### config.mk
export PLATFORM = sky130hd
export DESIGN_NAME = rtc_cal_chain
export DESIGN_NICKNAME = d
export VERILOG_FILES = /design/src/rtl/rtc_cal_pkg.sv /design/src/rtl/rtc_prescaler.sv /design/src/rtl/rtc_bcd_step.sv /design/src/rtl/rtc_cal_chain.sv
export SDC_FILE = /design/constraint.sdc
export NUM_CORES = 1
export LEC_CHECK = 0
export ABC_CLOCK_PERIOD_IN_PS = 2700
export CAP_MARGIN = 25
export CORE_MARGIN = 2
export CORE_UTILIZATION = 64
export DETAILED_ROUTE_END_ITERATION = 6
export DONT_BUFFER_PORTS = 1
export PLACE_DENSITY = 0.88
export SYNTH_ARGS = -nofsm -noshare
export SYNTH_HDL_FRONTEND = slang
export SYNTH_SLANG_ARGS = --single-unit
### constraint.sdc
create_clock -name clk -period 2.7 [get_ports clk]
set_input_delay 0.135 -clock clk [delete_from_list [all_inputs] [get_ports clk]]
set_output_delay 0.135 -clock clk [all_outputs]
set_load 0.05 [all_outputs]
### src/rtl/rtc_cal_pkg.sv
package rtc_cal_pkg;

    typedef enum logic [2:0] {
        FS_SEC   = 3'd0,
        FS_MIN   = 3'd1,
        FS_HOUR  = 3'd2,
        FS_WDAY  = 3'd3,
        FS_DATE  = 3'd4,
        FS_MONTH = 3'd5,
        FS_YEAR  = 3'd6,
        FS_NONE  = 3'd7
    } field_sel_e;

    typedef struct packed {
        logic       fail;
        logic [7:0] sec;
        logic [7:0] min;
        logic [7:0] hour;
        logic [7:0] wday;
        logic [7:0] date;
        logic [7:0] month;
        logic [7:0] year;
    } cal_state_t;

    // Two-digit BCD year divisible by four: even tens with units 0/4/8,
    // odd tens with units 2/6.
    function automatic logic bcd_leap(input logic [7:0] yr);
        logic [3:0] u;
        u = yr[3:0];
        if (!yr[4]) return (u == 4'd0) || (u == 4'd4) || (u == 4'd8);
        return (u == 4'd2) || (u == 4'd6);
    endfunction

    function automatic logic [7:0] month_last_day(input logic [7:0] mon,
                                                  input logic       leap);
        case (mon)
            8'h02:                      return leap ? 8'h29 : 8'h28;
            8'h04, 8'h06, 8'h09, 8'h11: return 8'h30;
            default:                    return 8'h31;
        endcase
    endfunction

endpackage

### src/rtl/rtc_prescaler.sv
module rtc_prescaler #(
    parameter int DIV = 32768
) (
    input  logic clk,
    input  logic rst_n,
    input  logic tick_in,
    input  logic clear,
    output logic roll
);
    localparam int CW = (DIV > 1) ? $clog2(DIV) : 1;
    localparam logic [CW-1:0] LAST = CW'(DIV - 1);

    logic [CW-1:0] cnt_d, cnt_q;

    always_comb begin
        roll  = tick_in && (cnt_q == LAST);
        cnt_d = cnt_q;
        if (clear)        cnt_d = '0;
        else if (roll)    cnt_d = '0;
        else if (tick_in) cnt_d = cnt_q + 1'b1;
    end

    always_ff @(posedge clk) begin
        if (!rst_n) cnt_q <= '0;
        else        cnt_q <= cnt_d;
    end
endmodule

### src/rtl/rtc_bcd_step.sv
module rtc_bcd_step (
    input  logic [7:0] cur,
    input  logic [7:0] lo,
    input  logic [7:0] hi,
    input  logic       en,
    output logic [7:0] nxt,
    output logic       wrap
);
    always_comb begin
        wrap = en && (cur == hi);
        if (!en)                 nxt = cur;
        else if (cur == hi)      nxt = lo;
        else if (cur[3:0] == 4'd9) nxt = {cur[7:4] + 4'd1, 4'd0};
        else                     nxt = {cur[7:4], cur[3:0] + 4'd1};
    end
endmodule

### src/rtl/rtc_cal_chain.sv
module rtc_cal_chain
    import rtc_cal_pkg::*;
#(
    parameter int PRESCALE_DIV = 32768
) (
    input  logic       clk,
    input  logic       rst_n,
    input  logic       tick_32k,
    input  logic       osc_stop,
    input  logic       wr_en,
    input  logic [2:0] wr_sel,
    input  logic [7:0] wr_data,
    output logic [7:0] sec_o,
    output logic [7:0] min_o,
    output logic [7:0] hour_o,
    output logic [7:0] wday_o,
    output logic [7:0] date_o,
    output logic [7:0] month_o,
    output logic [7:0] year_o
);
    // chain order: seconds, minutes, hours, date, month, year
    localparam int NF = 6;
    localparam int IX_SEC = 0, IX_MIN = 1, IX_HOUR = 2,
                   IX_DATE = 3, IX_MON = 4, IX_YEAR = 5;

    cal_state_t st_d, st_q;

    logic          roll, step, sec_wr;
    logic [7:0]    cur_v [NF];
    logic [7:0]    lo_v  [NF];
    logic [7:0]    hi_v  [NF];
    logic [7:0]    nxt_v [NF];
    logic [NF-1:0] en_v, wrap_v;

    assign sec_wr = wr_en && (field_sel_e'(wr_sel) == FS_SEC);
    assign step   = roll && !wr_en;

    rtc_prescaler #(.DIV(PRESCALE_DIV)) u_presc (
        .clk     (clk),
        .rst_n   (rst_n),
        .tick_in (tick_32k),
        .clear   (sec_wr),
        .roll    (roll)
    );

    always_comb begin
        cur_v[IX_SEC]  = {1'b0, st_q.sec[6:0]}; lo_v[IX_SEC]  = 8'h00; hi_v[IX_SEC]  = 8'h59;
        cur_v[IX_MIN]  = st_q.min;               lo_v[IX_MIN]  = 8'h00; hi_v[IX_MIN]  = 8'h59;
        cur_v[IX_HOUR] = st_q.hour;              lo_v[IX_HOUR] = 8'h00; hi_v[IX_HOUR] = 8'h23;
        cur_v[IX_DATE] = st_q.date;              lo_v[IX_DATE] = 8'h01;
        hi_v[IX_DATE]  = month_last_day(st_q.month, bcd_leap(st_q.year));
        cur_v[IX_MON]  = st_q.month;             lo_v[IX_MON]  = 8'h01; hi_v[IX_MON]  = 8'h12;
        cur_v[IX_YEAR] = st_q.year;              lo_v[IX_YEAR] = 8'h00; hi_v[IX_YEAR] = 8'h99;
    end

    for (genvar g = 0; g < NF; g++) begin : g_field
        if (g == 0) begin : g_head
            assign en_v[g] = step;
        end else begin : g_link
            assign en_v[g] = wrap_v[g-1];
        end
        rtc_bcd_step u_step (
            .cur  (cur_v[g]),
            .lo   (lo_v[g]),
            .hi   (hi_v[g]),
            .en   (en_v[g]),
            .nxt  (nxt_v[g]),
            .wrap (wrap_v[g])
        );
    end

    always_comb begin
        st_d = st_q;
        if (wr_en) begin
            case (field_sel_e'(wr_sel))
                FS_SEC:   st_d.sec   = {1'b0, wr_data[6:0]};
                FS_MIN:   st_d.min   = {1'b0, wr_data[6:0]};
                FS_HOUR:  st_d.hour  = {2'b0, wr_data[5:0]};
                FS_WDAY:  st_d.wday  = {5'b0, wr_data[2:0]};
                FS_DATE:  st_d.date  = {2'b0, wr_data[5:0]};
                FS_MONTH: st_d.month = {3'b0, wr_data[4:0]};
                FS_YEAR:  st_d.year  = wr_data;
                default:  ;
            endcase
        end else begin
            st_d.sec   = nxt_v[IX_SEC];
            st_d.min   = nxt_v[IX_MIN];
            st_d.hour  = nxt_v[IX_HOUR];
            st_d.date  = nxt_v[IX_DATE];
            st_d.month = nxt_v[IX_MON];
            st_d.year  = nxt_v[IX_YEAR];
            if (wrap_v[IX_HOUR])
                st_d.wday = (st_q.wday[2:0] >= 3'd6) ? 8'h00
                                                     : {5'b0, st_q.wday[2:0] + 3'd1};
        end
        if (sec_wr && !wr_data[7]) st_d.fail = 1'b0;
        if (osc_stop)              st_d.fail = 1'b1;
    end

    always_ff @(posedge clk) begin
        if (!rst_n) begin
            st_q       <= '0;
            st_q.fail  <= 1'b1;
            st_q.date  <= 8'h01;
            st_q.month <= 8'h01;
        end else begin
            st_q <= st_d;
        end
    end

    assign sec_o   = {st_q.fail, st_q.sec[6:0]};
    assign min_o   = st_q.min;
    assign hour_o  = st_q.hour;
    assign wday_o  = st_q.wday;
    assign date_o  = st_q.date;
    assign month_o = st_q.month;
    assign year_o  = st_q.year;
endmodule

==> run summary, run 1 <==
The worst hold slack across all endpoints was 0.008351 ns. Sequential cells account for 50.1% of the total power. Among all flip-flop cells after synthesis, the most frequent one is sky130_fd_sc_hd__dfxtp_1. In this run the worst setup path begins at month_o[4]. The count of pins over their slew limit is 0, and the hold-critical path depth is 2. Per-cell via count in the routed design: 6.511. In the finished design, the share of the clock period the worst path needs comes to 98.98%.

The minimum setup slack among reg-to-reg paths was 0.03 ns; the die width was 83.00 µm. The logs give 0 for the count of final setup violators and 0 for the DRC violations left. Power comes to 2.022 mW. Of the total power, the clock network draws 37.1%.

In this run the cell area measured after placement is 0.004373 mm². Actual transition at the worst max-transition pin: 0.8744 ns. Cell internal power was estimated by the tool at 1.422 mW.

The share of layout cells above drive strength 1 was 16.21%. The start point of the worst min-delay path was wr_data[7]. At the worst endpoint, the required time is 2.99 ns. Leaving out fill and tap cells, the most frequent cell in the layout is sky130_fd_sc_hd__nor2_1. The clock root buffer master is sky130_fd_sc_hd__clkbuf_8.

The logs give 0 for the yosys synthesis warning count and 77.76% for the final core area utilization. The clock arrives with 0.009454 ns of skew. The number of global-route vias before repair came out at 3,942. The tool flagged a number of max-cap violations equal to 0.

Summed over all layers, the global routing overflow is 0. The total number of clock tree sinks was 66. The logs give 624 for the filler-free cell count of the finished design and 12.8% for the share of total power in combinational logic. Among all stages on the critical path, the largest delay is contributed by sky130_fd_sc_hd__or4_1. The number of hold-slack violations in the final timing report came out at 0. The worst hold-check path type was input port to register. The detailed placer's ending HPWL came out at 7.987 mm. The fmax is 374.2 MHz, and the number of instances in the synthesized netlist is 494.

The initialized floorplan defines 28 standard-cell rows. The library cells used most frequently in the layout, excluding fill and tap cells, are sky130_fd_sc_hd__nor2_1 (69), sky130_fd_sc_hd__dfxtp_1 (62), sky130_fd_sc_hd__buf_4 (49). Of the total power, the share spent switching nets is 29.66%.

Global router's overall resource usage: 32.34%. The first global-routing pass estimated 18.26 mm of wire. After detailed routing, the average wire length per cell comes to 18.25 µm.

The peak supply drop is 0.4278 mV. Traced cell by cell, the critical path runs through inv_1 -> ha_1 -> mux2_2 -> a311oi_1 -> a211oi_2 -> xor2_4 -> a21oi_2 -> or4_1 -> a21oi_1. After the last flow step, the layout net total stands at 583. Once detail routing completed, the nets flagged for antenna violations numbered 0. The filler cells instantiated in the layout total 419. Of all nets on the critical path, the largest fanout is 5. In this run the static leakage power is 1.922 nW. The run gives 0 as the post-CTS setup buffer count. Setup total negative slack on the finished layout was measured at 0 ns.

The floorplan step defined a die boundary enclosing 0.006888 mm². The logs give 41.51% for the max-slew headroom at the worst pin and 461 for the iteration-0 DRC count of the detailed router. Synthesis inferred 66 register bits. For this design the total switching power over the nets is 599.6 µW.

The count of buffers inserted at the top-level ports is 0, and the TritonCTS buffer count is 9. The clock passes through at most 2 buffers. In this design, the stage delay of the slowest critical-path cell is 0.49 ns. Wires add up to 11.39 mm. The final standard cell area without fillers is 0.004658 mm², and the clock-pin slew on the worst setup and hold paths is 0.08 ns.

The die is 83.00 µm tall. Number of flops mapped to enable cells by yosys: 0. The worst setup path is launched from a register.

In the post-route analysis, the smallest setup slack over all paths is 0.02763 ns. The worst hold path terminates at year_o[7]. For the area of the core, the log shows 0.005991 mm².

Once placement completed, the tool counted placed cells totaling 601. Compared with the post-synthesis result, the final layout area differs by 16.64%. Dividing total power by cell area gives a power density of 434.0 mW/mm².

The worst register-to-register path has a depth of 9. Sequential cell area fraction in the yosys report: 33.08%. The setup path with the least slack is of type register to register. Data on the critical path arrives at its endpoint at 2.96 ns. The run gives 0 as the number of antenna violations at the first check in global routing. The worst register-to-register path begins at month_o[4].

TritonCTS built the clock tree. The total vias in the final route is 4,063. Initial core utilization: 66.67%. The depth of the CTS H-tree was 3; the diode insertion count for antenna repair was 0.

The post-synthesis async set-or-reset flop share was 0%. The post-synthesis instance area is 0.003994 mm², and the count of cell types in the netlist is 65. The run finished with clean final reports. For the post-place setup slack, the log shows 0.08756 ns. The congestion estimate from routability-driven global placement came to 0.9535. The number of primary I/O pins was 72; the clock latency on the worst-skew pair was 0.36 ns. For the detailed-routing iteration count for the pre-antenna-repair pass, the log shows 7.

The tools report the endpoint type of the worst setup path as a register. The worst path in the final design needs a cycle of 2.672 ns, including I/O delays and setup. For the maximum number of pins on one net before global-route repair, the log shows 34. The post-synthesis area per instance is 8.085 µm². The worst register-to-register path ends at date_o[7].
==> Yosys cell counts (all sizes together), types with 2 or more instances <==
library cell  instances  area [µm²]
a211oi                9       72.57
a21o                  6       45.04
a21oi                18       97.60
a221oi                2       17.52
a22oi                 3       22.52
a31o                  2       17.52
a31oi                11       75.07
a32oi                 3       26.28
and2                  2       12.51
and3                  7       43.79
and4                  2       17.52
buf                   8       53.79
clkbuf               13       48.80
clkinv                2       7.510
dfxtp                66        1321
ha                   23       287.8
inv                  21       78.83
mux2i                12       120.1
nand2                44       165.2
nand2b                5       31.28
nand3                20       100.1
nand3b               11       95.09
nand4                 8       50.05
nand4b                3       26.28
nor2                 70       270.3
nor2b                 6       37.54
nor3                  2       10.01
nor3b                 9       67.56
nor4                  5       52.55
o211a                 5       50.05
o211ai                6       45.04
o21a                  4       30.03
o21ai                43       215.2
o21bai                2       15.01
o31a                  2       17.52
o31ai                 4       30.03
or4                   5       41.29
xnor2                 8       70.07
xor2                  7       68.82
==> registers in the layout, indices dropped and copies added (netlist names) <==
signal and cells:
wday_o 3, year_o 8, u_presc.cnt_q 15, month_o 8, min_o 8, sec_o 8
date_o 8, hour_o 8
==> metal layers <==
metal | GRT usage [%] | part of all wire (%) | vias to the layer above
li1 | - | - | 1868
met1 | 38.35 | 38 | 1917
met2 | 53.74 | 48 | 235
met3 | 8.052 | 10 | 43
met4 | 17.29 | 3.7 | 0
met5 | 0 | 0 | -
==> cells by family after synthesis <==
group / after synthesis / share of synthesized area [%]
flops: 66 / 33.08
simple gates: 203 / 26.54
mux: 13 / 3.290
other cells: 1 / 0.09389
compound gates: 129 / 21.59
fa+ha+maj: 23 / 7.206
buf+inv: 44 / 4.731
xor+xnor: 15 / 3.478
==> final cells by class <==
type	count	area (µm²)	area share, %
inverter	23	86.33	1.853
clock buffer	11	141.4	3.035
sequential	66	1326	28.47
clock inverter	5	30.03	0.6446
tap	75	93.84	2.015
timing repair buffer	55	427.9	9.186
multi-input combinational	389	2552	54.79
==> worst max-delay path by stage <==
| stage | slack [ns] | to | cells after the start |
|---|---|---|---|
| 6_report | 0.03 | date_o[7] | 9 |
| 5_1_grt | -0.05 | date_o[7] | 9 |
| 4_1_cts | 0.07 | month_o[0] | 9 |
| 3_5_place_dp | 0.09 | month_o[0] | 9 |
| 3_3_place_gp | 0.22 | month_o[0] | 9 |
| 2_1_floorplan | -0.0003 | month_o[0] | 8 |
==> worst max-delay path, delay by kind of cell, from the launching register on <==
family / cells / cell delay, ns
muxes: 1 / 0.30
DFF: 1 / 0.34
AOI/OAI and AO/OA: 4 / 0.86
adders and majority gates: 1 / 0.24
buffers and inverters: 1 / 0.07
xor gates and xnor gates: 1 / 0.29
and+or+nand+nor: 1 / 0.49
==> repair_timing <==
item	in CTS	in global routing
hold endpoints to repair	19	0
hold buffers	6	0
endpoints found under the setup margin	0	10
gates resized for setup	0	6
==> power by group through the flow <==
stage | clock network [mW] | logic, mW | registers (mW)
2_1_floorplan | 0 | 0.144 | 1.08
3_3_place_gp | 0 | 0.228 | 1.03
3_5_place_dp | 0 | 0.236 | 1.03
4_1_cts | 0.750 | 0.251 | 1.01
5_1_grt | 0.785 | 0.277 | 1.01
6_report | 0.750 | 0.259 | 1.01
(Power assumes the default switching activity.)
==> inputs of run 2 (changes only) <==
--- a/config.mk
+++ b/config.mk
@@ -8,10 +8,10 @@
 export ABC_CLOCK_PERIOD_IN_PS = 2700
 export CAP_MARGIN = 25
 export CORE_MARGIN = 2
-export CORE_UTILIZATION = 64
+export CORE_UTILIZATION = 40
 export DETAILED_ROUTE_END_ITERATION = 6
 export DONT_BUFFER_PORTS = 1
-export PLACE_DENSITY = 0.88
+export PLACE_DENSITY = 0.62
 export SYNTH_ARGS = -nofsm -noshare
 export SYNTH_HDL_FRONTEND = slang
 export SYNTH_SLANG_ARGS = --single-unit
==> run 2 against run 1 <==
Net effect:
- flip-flop and latch count unchanged
- register-to-register slack gained 0.15 ns
- combinational power fell by 2%
- via count fell by 5.4%
- sequential power hardly changed
- hold slack improved by 0.016 ns
- count of clock-buffer cells in the layout down 2
- critical path type unchanged
- largest cell class unchanged
==> run summary, run 2 (synthesis gave the netlist of run 1 again) <==
Once the floorplan was initialized, standard cells occupied 41.05% of the core. TritonCTS built the clock tree. The TritonCTS buffer count was 9. The slowest stage of the critical path belongs to the cell sky130_fd_sc_hd__or4_1. At the worst endpoint, the arrival time is 2.79 ns.

The post-place setup slack is 0.1152 ns. The worst register-to-register path has a setup slack of 0.18 ns. The number of hold-slack violations in the final timing report came out at 0. The peak supply drop came out at 0.2809 mV.

In this run the count of I/O pins placed on the die edge is 72. The run gives 0 as the post-CTS setup buffer count. Clock-pin slew was measured on the worst setup and hold paths at 0.09 ns. The die is 103.9 µm wide. The number of placed cells counting well taps came out at 664. The clock arrives with 0.01068 ns of skew.

The worst setup path is launched from a register. The total power divided by cell area is 448.7 mW/mm². The floorplan step set the die height to 103.9 µm. The library cell used most frequently in the layout, excluding fill and tap cells, is sky130_fd_sc_hd__nor2_1.

For this run, the total global-route usage over all layers was measured as 20.97%. The area of the core was 0.009729 mm²; the maximum number of pins on one net before global-route repair was 34. The floorplan step defined a die boundary enclosing 0.01080 mm².

The summed negative setup slack over all endpoints came out at 0 ns. For the number of global-route vias before repair, the log shows 3,623. The clock root buffer master is sky130_fd_sc_hd__clkbuf_8. The run gives 36 as the row count.

Relative area change from synthesis to final layout: 18.48%. Setup violations remaining at the end of the flow were counted as 0. The maximum fanout along the worst path was 7; the clock latency on the worst-skew pair was 0.35 ns. Residual overflow from global routing: 0. The run gives 0 as the number of antenna-violating nets in the routed design. For the worst setup path, the data required time is 2.97 ns.

The critical path is of the register to register type. After detailed routing, the number of vias per cell comes to 5.627. Slack of the critical path: 0.1785 ns.

After the flow finishes, the layout carries non-filler instances totaling 683. The signal on the critical path passes through ha_1 -> nand4_1 -> and4bb_2 -> nor3b_1 -> nor2b_1 -> a31oi_1 -> or4_1 -> a21oi_1. The run gives 3,843 as the total vias in the final route.

The run gives 980 as the number of inserted filler cells in the final layout. The count of buffers inserted at the top-level ports was 0. In the layout the commonest cells are sky130_fd_sc_hd__nor2_1 (69), sky130_fd_sc_hd__dfxtp_1 (62), sky130_fd_sc_hd__buf_4 (54). Number of antenna violations at the first check in global routing: 0. The first routing iteration left 231 violations. Cells with a size suffix above 1 make up 16.55% of the layout. The number of buffer and inverter stages on the critical path was 0; the total number of clock tree sinks was 66. Static timing analysis puts the maximum clock frequency at 396.6 MHz. The actual transition at the worst max-transition pin is 0.9087 ns. The worst register-to-register path ends at min_o[7]. The diode insertion count for antenna repair is 0, and the detailed-routing iteration count for the pre-antenna-repair pass is 5.

The number of maximum-capacitance constraint violations is 0, and the number of cells on the worst reg-to-reg path is 8. The first global-routing pass estimated 18.29 mm of wire. The average wire length per cell after detail routing was 16.49 µm.

The weighted congestion at the end of routability-driven global placement came out at 0.8574. For this design the static power due to leakage is 1.938 nW. The max-slew headroom at the worst pin was 39.22%; the flip-flop count of the largest register, all copies and words added was 15. Minimum period implied by the final worst setup slack: 2.522 ns.

u_presc.cnt_q holds more flip-flops than any other register. The worst setup path startpoint was u_presc.cnt_q[0]. The worst register-to-register path begins at u_presc.cnt_q[0].

For the depth of the CTS H-tree, the log shows 3. STA classifies the critical path endpoint as a register. The count of pins over their slew limit came out at 0.

In the routed design, unresolved DRC markers number 0. Once detailed placement completed, the half-perimeter wirelength came to 8.260 mm. The critical path crosses 8 cells after its start point. The run finished with clean final reports. The worst hold path belongs to the class input port to register.

The number of nets in the layout is 584, and the final cycle utilization of the critical path is 93.39%. The run gives 2 as the number of buffers between clock root and the deepest sink. For this block, the routed nets add up to 11.26 mm of wire. For this run, the slowest stage of the critical path takes 0.56 ns.

Timing endpoint of the critical path: min_o[7]. Setup repair after global routing could not meet its margin everywhere. The completed layout was analyzed and its total power is 2.123 mW. The top cell family by delay on the critical path was simple AND/OR/NAND/NOR gates.
-- run 2: cell types whose count changed in the layout (fill, tap and decap cells not counted), sizes merged --
cell,before,now
buf,49,54
dlygate4sd3,6,3
clkbuf,11,9
bufinv,0,1
clkinv,5,4
clkinvlp,2,3
inv,21,22
xor2,8,7
-- run 2: layout make-up --
class	instances	area, µm²	share of cell area [%]
Multi-Input combinational cell	388	2515	53.15
Sequential cell	66	1326	28.03
Timing Repair Buffer	57	435.4	9.201
Tap cell	133	166.4	3.517
Clock buffer	9	123.9	2.618
Inverter	23	86.33	1.824
Clock inverter	7	78.83	1.666
-- run 2: what timing repair did --
action	4_1_cts	5_1_grt
endpoints found under the setup margin	0	5
gates resized for setup	0	2
hold buffers	3	0
hold endpoints to repair	20	0
-- run 2: routing by layer --
metal,track usage (%),share of wire (%)
met1,25.15,43
met2,36.04,49
met3,6.203,6.5
met4,6.660,1.3
met5,0,0
-- run 2: worst register-to-register path, stage by stage (launching register included) --
cell	delay, ns
sky130_fd_sc_hd__dfxtp_1	0.38
sky130_fd_sc_hd__ha_1	0.18
sky130_fd_sc_hd__nand4_1	0.20
sky130_fd_sc_hd__and4bb_2	0.41
sky130_fd_sc_hd__nor3b_1	0.27
sky130_fd_sc_hd__nor2b_1	0.17
sky130_fd_sc_hd__a31oi_1	0.12
sky130_fd_sc_hd__or4_1	0.56
sky130_fd_sc_hd__a21oi_1	0.14
-- run 2: power breakdown --
group | switching, mW | leakage, nW | internal (mW)
combinational | 0.178 | 1.31 | 0.0753
sequential | 0.0191 | 0.536 | 0.991
clock | 0.428 | 0.0921 | 0.432
total | 0.625 | 1.94 | 1.50
-- run 2: how the worst min path moves through the flow --
stage                     slack, ns       start  depth (start not counted)        end
after detailed placement       0.23       rst_n                          1  date_o[0]
after floorplan                0.24    osc_stop                          1   sec_o[7]
final                          0.02  wr_data[7]                          2  year_o[7]
after global placement         0.23       rst_n                          1  date_o[0]
after CTS                      0.01       wr_en                          2  year_o[7]
after global routing           0.01       wr_en                          2  year_o[7]
-- run 2: stage by stage --
step                      instance area, µm²  utilization (%)  hold WS [ns]
after floorplan                         4014                -        0.2409
after global placement                  4483            46.08        0.2256
after detailed placement                4483            46.08        0.2283
after CTS                               4716            48.47      0.009747
after global routing                    4732            48.64       0.01272
final                                   4732            48.64       0.02476
==> inputs of run 3 (changes only) <==
--- a/config.mk
+++ b/config.mk
@@ -5,7 +5,7 @@
 export SDC_FILE = /design/constraint.sdc
 export NUM_CORES = 1
 export LEC_CHECK = 0
-export ABC_CLOCK_PERIOD_IN_PS = 2700
+export ABC_CLOCK_PERIOD_IN_PS = 3250
 export CAP_MARGIN = 25
 export CORE_MARGIN = 2
 export CORE_UTILIZATION = 40
@@ -14,4 +14,5 @@
 export PLACE_DENSITY = 0.62
 export SYNTH_ARGS = -nofsm -noshare
 export SYNTH_HDL_FRONTEND = slang
+export SYNTH_HIERARCHICAL = 1
 export SYNTH_SLANG_ARGS = --single-unit
==> constraint.sdc (replaced) <==
create_clock -name clk -period 3.25 [get_ports clk]
set_input_delay 0.1625 -clock clk [delete_from_list [all_inputs] [get_ports clk]]
set_output_delay 0.1625 -clock clk [all_outputs]
set_load 0.05 [all_outputs]
==> run 3 against run 2 <==
Net effect:
- flip-flop and latch count is the same
- critical path depth grew 6
- cell count grew 65%
==> run summary, run 3 <==
The run gives 313.3 MHz as the fmax. By startpoint and endpoint, the worst setup path is classified as register to register. For this design the ratio of total power to cell area is 339.4 mW/mm². The total number of clock tree sinks is 66.

The H-tree was split into 3 levels. At the end of routability-driven placement, the weighted congestion stood at 0.8675. TritonCTS created 9 clock buffers. The worst path needs 3.191 ns of the cycle, external delays included. Final setup skew: 0.005935 ns. The initialized floorplan defines 45 standard-cell rows. The post-route netlist has 19.55% of its cells at a drive strength greater than 1. The number of antenna violations at the first check in global routing is 1, and the flip-flop count of the largest register, all copies and words added is 15.

Wires add up to 18.82 mm. The register with the most flip-flops is u_presc/cnt_q. Once detail routing completed, the nets flagged for antenna violations numbered 0.

The residual overflow from global routing came out at 0. In this run the deepest clock path goes through 2 buffers. The finished cells cover 0.007589 mm².

The logs give 29.86 mm for the global-route wire length before repair and 960 for the number of nets in the layout. The count of pins over their slew limit came out at 0. Setup repair after global routing could not meet its margin everywhere.

Global routing consumed, on the met1 layer, 30.38% of the routing resources. Entering global routing, the biggest net connects 55 pins. The library cells used most frequently in the layout, excluding fill and tap cells, are sky130_fd_sc_hd__nand2_1 (120), sky130_fd_sc_hd__conb_1 (104), sky130_fd_sc_hd__buf_4 (76). Dividing the detail-routed wire length by the instance count gives 16.66 µm. Nature of the critical path startpoint: a register.

For the max-slew headroom at the worst pin, the log shows 52.23%. TritonCTS built the clock tree. From bottom edge to top edge, the die measures 128.0 µm.

For met2 alone, demand over resource in global routing was 35.95%. The number of instances in the synthesized netlist was 796; the relative area change from synthesis to final layout was 23.32%. The number of global-route vias before repair was 5,738. Global routing consumed, on the met3 layer, 5.551% of the routing resources. The per-cell via count in the routed design is 5.631. The root buffer cell chosen for the clock tree is sky130_fd_sc_hd__clkbuf_16.

Summing over every cut layer, the via total after detailed routing is 6,363. Fill cells in the final layout number 1,494. Buffers placed on the I/O ports in this run total 0.

The tools report the endpoint type of the worst setup path as a register. Number of maximum-capacitance constraint violations: 0. The flow ran to the end, and the final reports show no timing, DRC or antenna violations. The first TritonRoute pass finished after 5 iterations. After layout, the worst path uses 98.20% of the clock period. The area of the core is 0.01509 mm². The logs give 0.01301 ns for the worst hold slack across all endpoints and 0 for the count of final setup violators. The clock-pin slew on the worst setup and hold paths was 0.06 ns.

The worst hold-check path type was input port to register. The die width is 128.0 µm, and the data required time of the critical path is 3.47 ns. The run gives 72 as the number of primary I/O pins. met2 is the most crowded layer.

The initial core utilization was 40.78%. The floorplan step defined a die boundary enclosing 0.01639 mm². The run gives 6 as the yosys synthesis warning count.

Global router's overall resource usage: 22.73%. The clock latency on the worst-skew pair is 0.35 ns. Once placement finished, the instance area stood at 0.006925 mm².

Summing every instance area after synthesis gives 0.006153 mm². In the routed design, unresolved DRC markers number 0. Setup total negative slack on the finished layout was measured at 0 ns.

Across the VDD grid, the largest voltage drop is 0.3142 mV. In this run, the number of DRC markers left after iteration 0 of detailed routing was 539. The overall power consumption is 2.575 mW, and the post-synthesis area per instance is 7.730 µm². Leaving out fill and tap cells, the most frequent cell in the layout is sky130_fd_sc_hd__nand2_1. The standby leakage power is 2.853 nW, and the maximum fanout along the worst path is 3. The actual transition at the worst max-transition pin is 0.7155 ns, and the detailed placer's ending HPWL is 12.34 mm. The tools report the number of hold-slack violations in the final timing report as 0. Arrival time reported for the critical path endpoint: 3.41 ns.
==> run 3: routing by layer <==
layer | vias up | part of all wire [%]
li1 | 3144 | -
met1 | 2986 | 45
met2 | 202 | 46
met3 | 31 | 7.2
met4 | 0 | 1.7
met5 | - | 0
==> run 3: report_power, final <==
part / total, mW / switching, mW / internal, mW / leakage, nW
logic: 0.695 / 0.439 / 0.256 / 2.17
clock network: 0.988 / 0.393 / 0.595 / 0.143
registers: 0.891 / 0.0441 / 0.847 / 0.544
total: 2.58 / 0.877 / 1.70 / 2.85
==> run 3: final cells by class <==
type / instances / area, µm² / share of cell area (%)
Multi-Input combinational cell: 723 / 4762 / 62.75
Tap cell: 188 / 235.2 / 3.100
Clock buffer: 10 / 229.0 / 3.017
Inverter: 40 / 152.6 / 2.012
Clock inverter: 6 / 66.31 / 0.8739
Antenna cell: 1 / 2.502 / 0.03298
Timing Repair Buffer: 96 / 802.0 / 10.57
Sequential cell: 66 / 1339 / 17.64
==> run 3: path summary, 6_finish.rpt <==
kind                      from                end  slack [ns]  depth (start not counted)
max reg2reg         month_o[4]          year_o[3]        0.06                         14
min reg2reg  u_presc/cnt_q[11]  u_presc/cnt_q[11]        0.56                          2
max                 month_o[4]          year_o[3]        0.06                         14
min                      rst_n  u_presc/cnt_q[14]        0.01                          2
==> run 3: stage by stage <==
| stage | utilization [%] | cells | setup slack (ns) |
|---|---|---|---|
| floorplan | - | 898 | -0.02118 |
| global placement | 45.90 | 1087 | 0.03473 |
| detailed placement | 45.90 | 1087 | -0.006718 |
| CTS | 49.15 | 1120 | 0.0001452 |
| global route | 50.29 | 1130 | -0.1185 |
| finish | 50.29 | 1130 | 0.05865 |
==> run 3: repair_timing <==
item / CTS / global route
cloned: 0 / 0
setup endpoints to repair: 1 / 17
setup buffers: 0 / 8
hold buffers: 17 / 1
pin swaps: 0 / 12
resized for setup: 1 / 25
hold endpoints to repair: 52 / 1
==> run 3: worst max-delay path, stage by stage, from the launching register on <==
cell                       delay [ns]
sky130_fd_sc_hd__dfxtp_4         0.34
sky130_fd_sc_hd__or3_1           0.39
sky130_fd_sc_hd__or3b_4          0.43
sky130_fd_sc_hd__o311ai_4        0.26
sky130_fd_sc_hd__xnor2_2         0.15
sky130_fd_sc_hd__and4_1          0.24
sky130_fd_sc_hd__nand2_2         0.09
sky130_fd_sc_hd__nor2_4          0.11
sky130_fd_sc_hd__inv_2           0.06
sky130_fd_sc_hd__nor2_4          0.14
sky130_fd_sc_hd__inv_2           0.04
sky130_fd_sc_hd__or4_1           0.50
sky130_fd_sc_hd__o221a_2         0.15
sky130_fd_sc_hd__o21ai_2         0.13
sky130_fd_sc_hd__a31oi_1         0.05
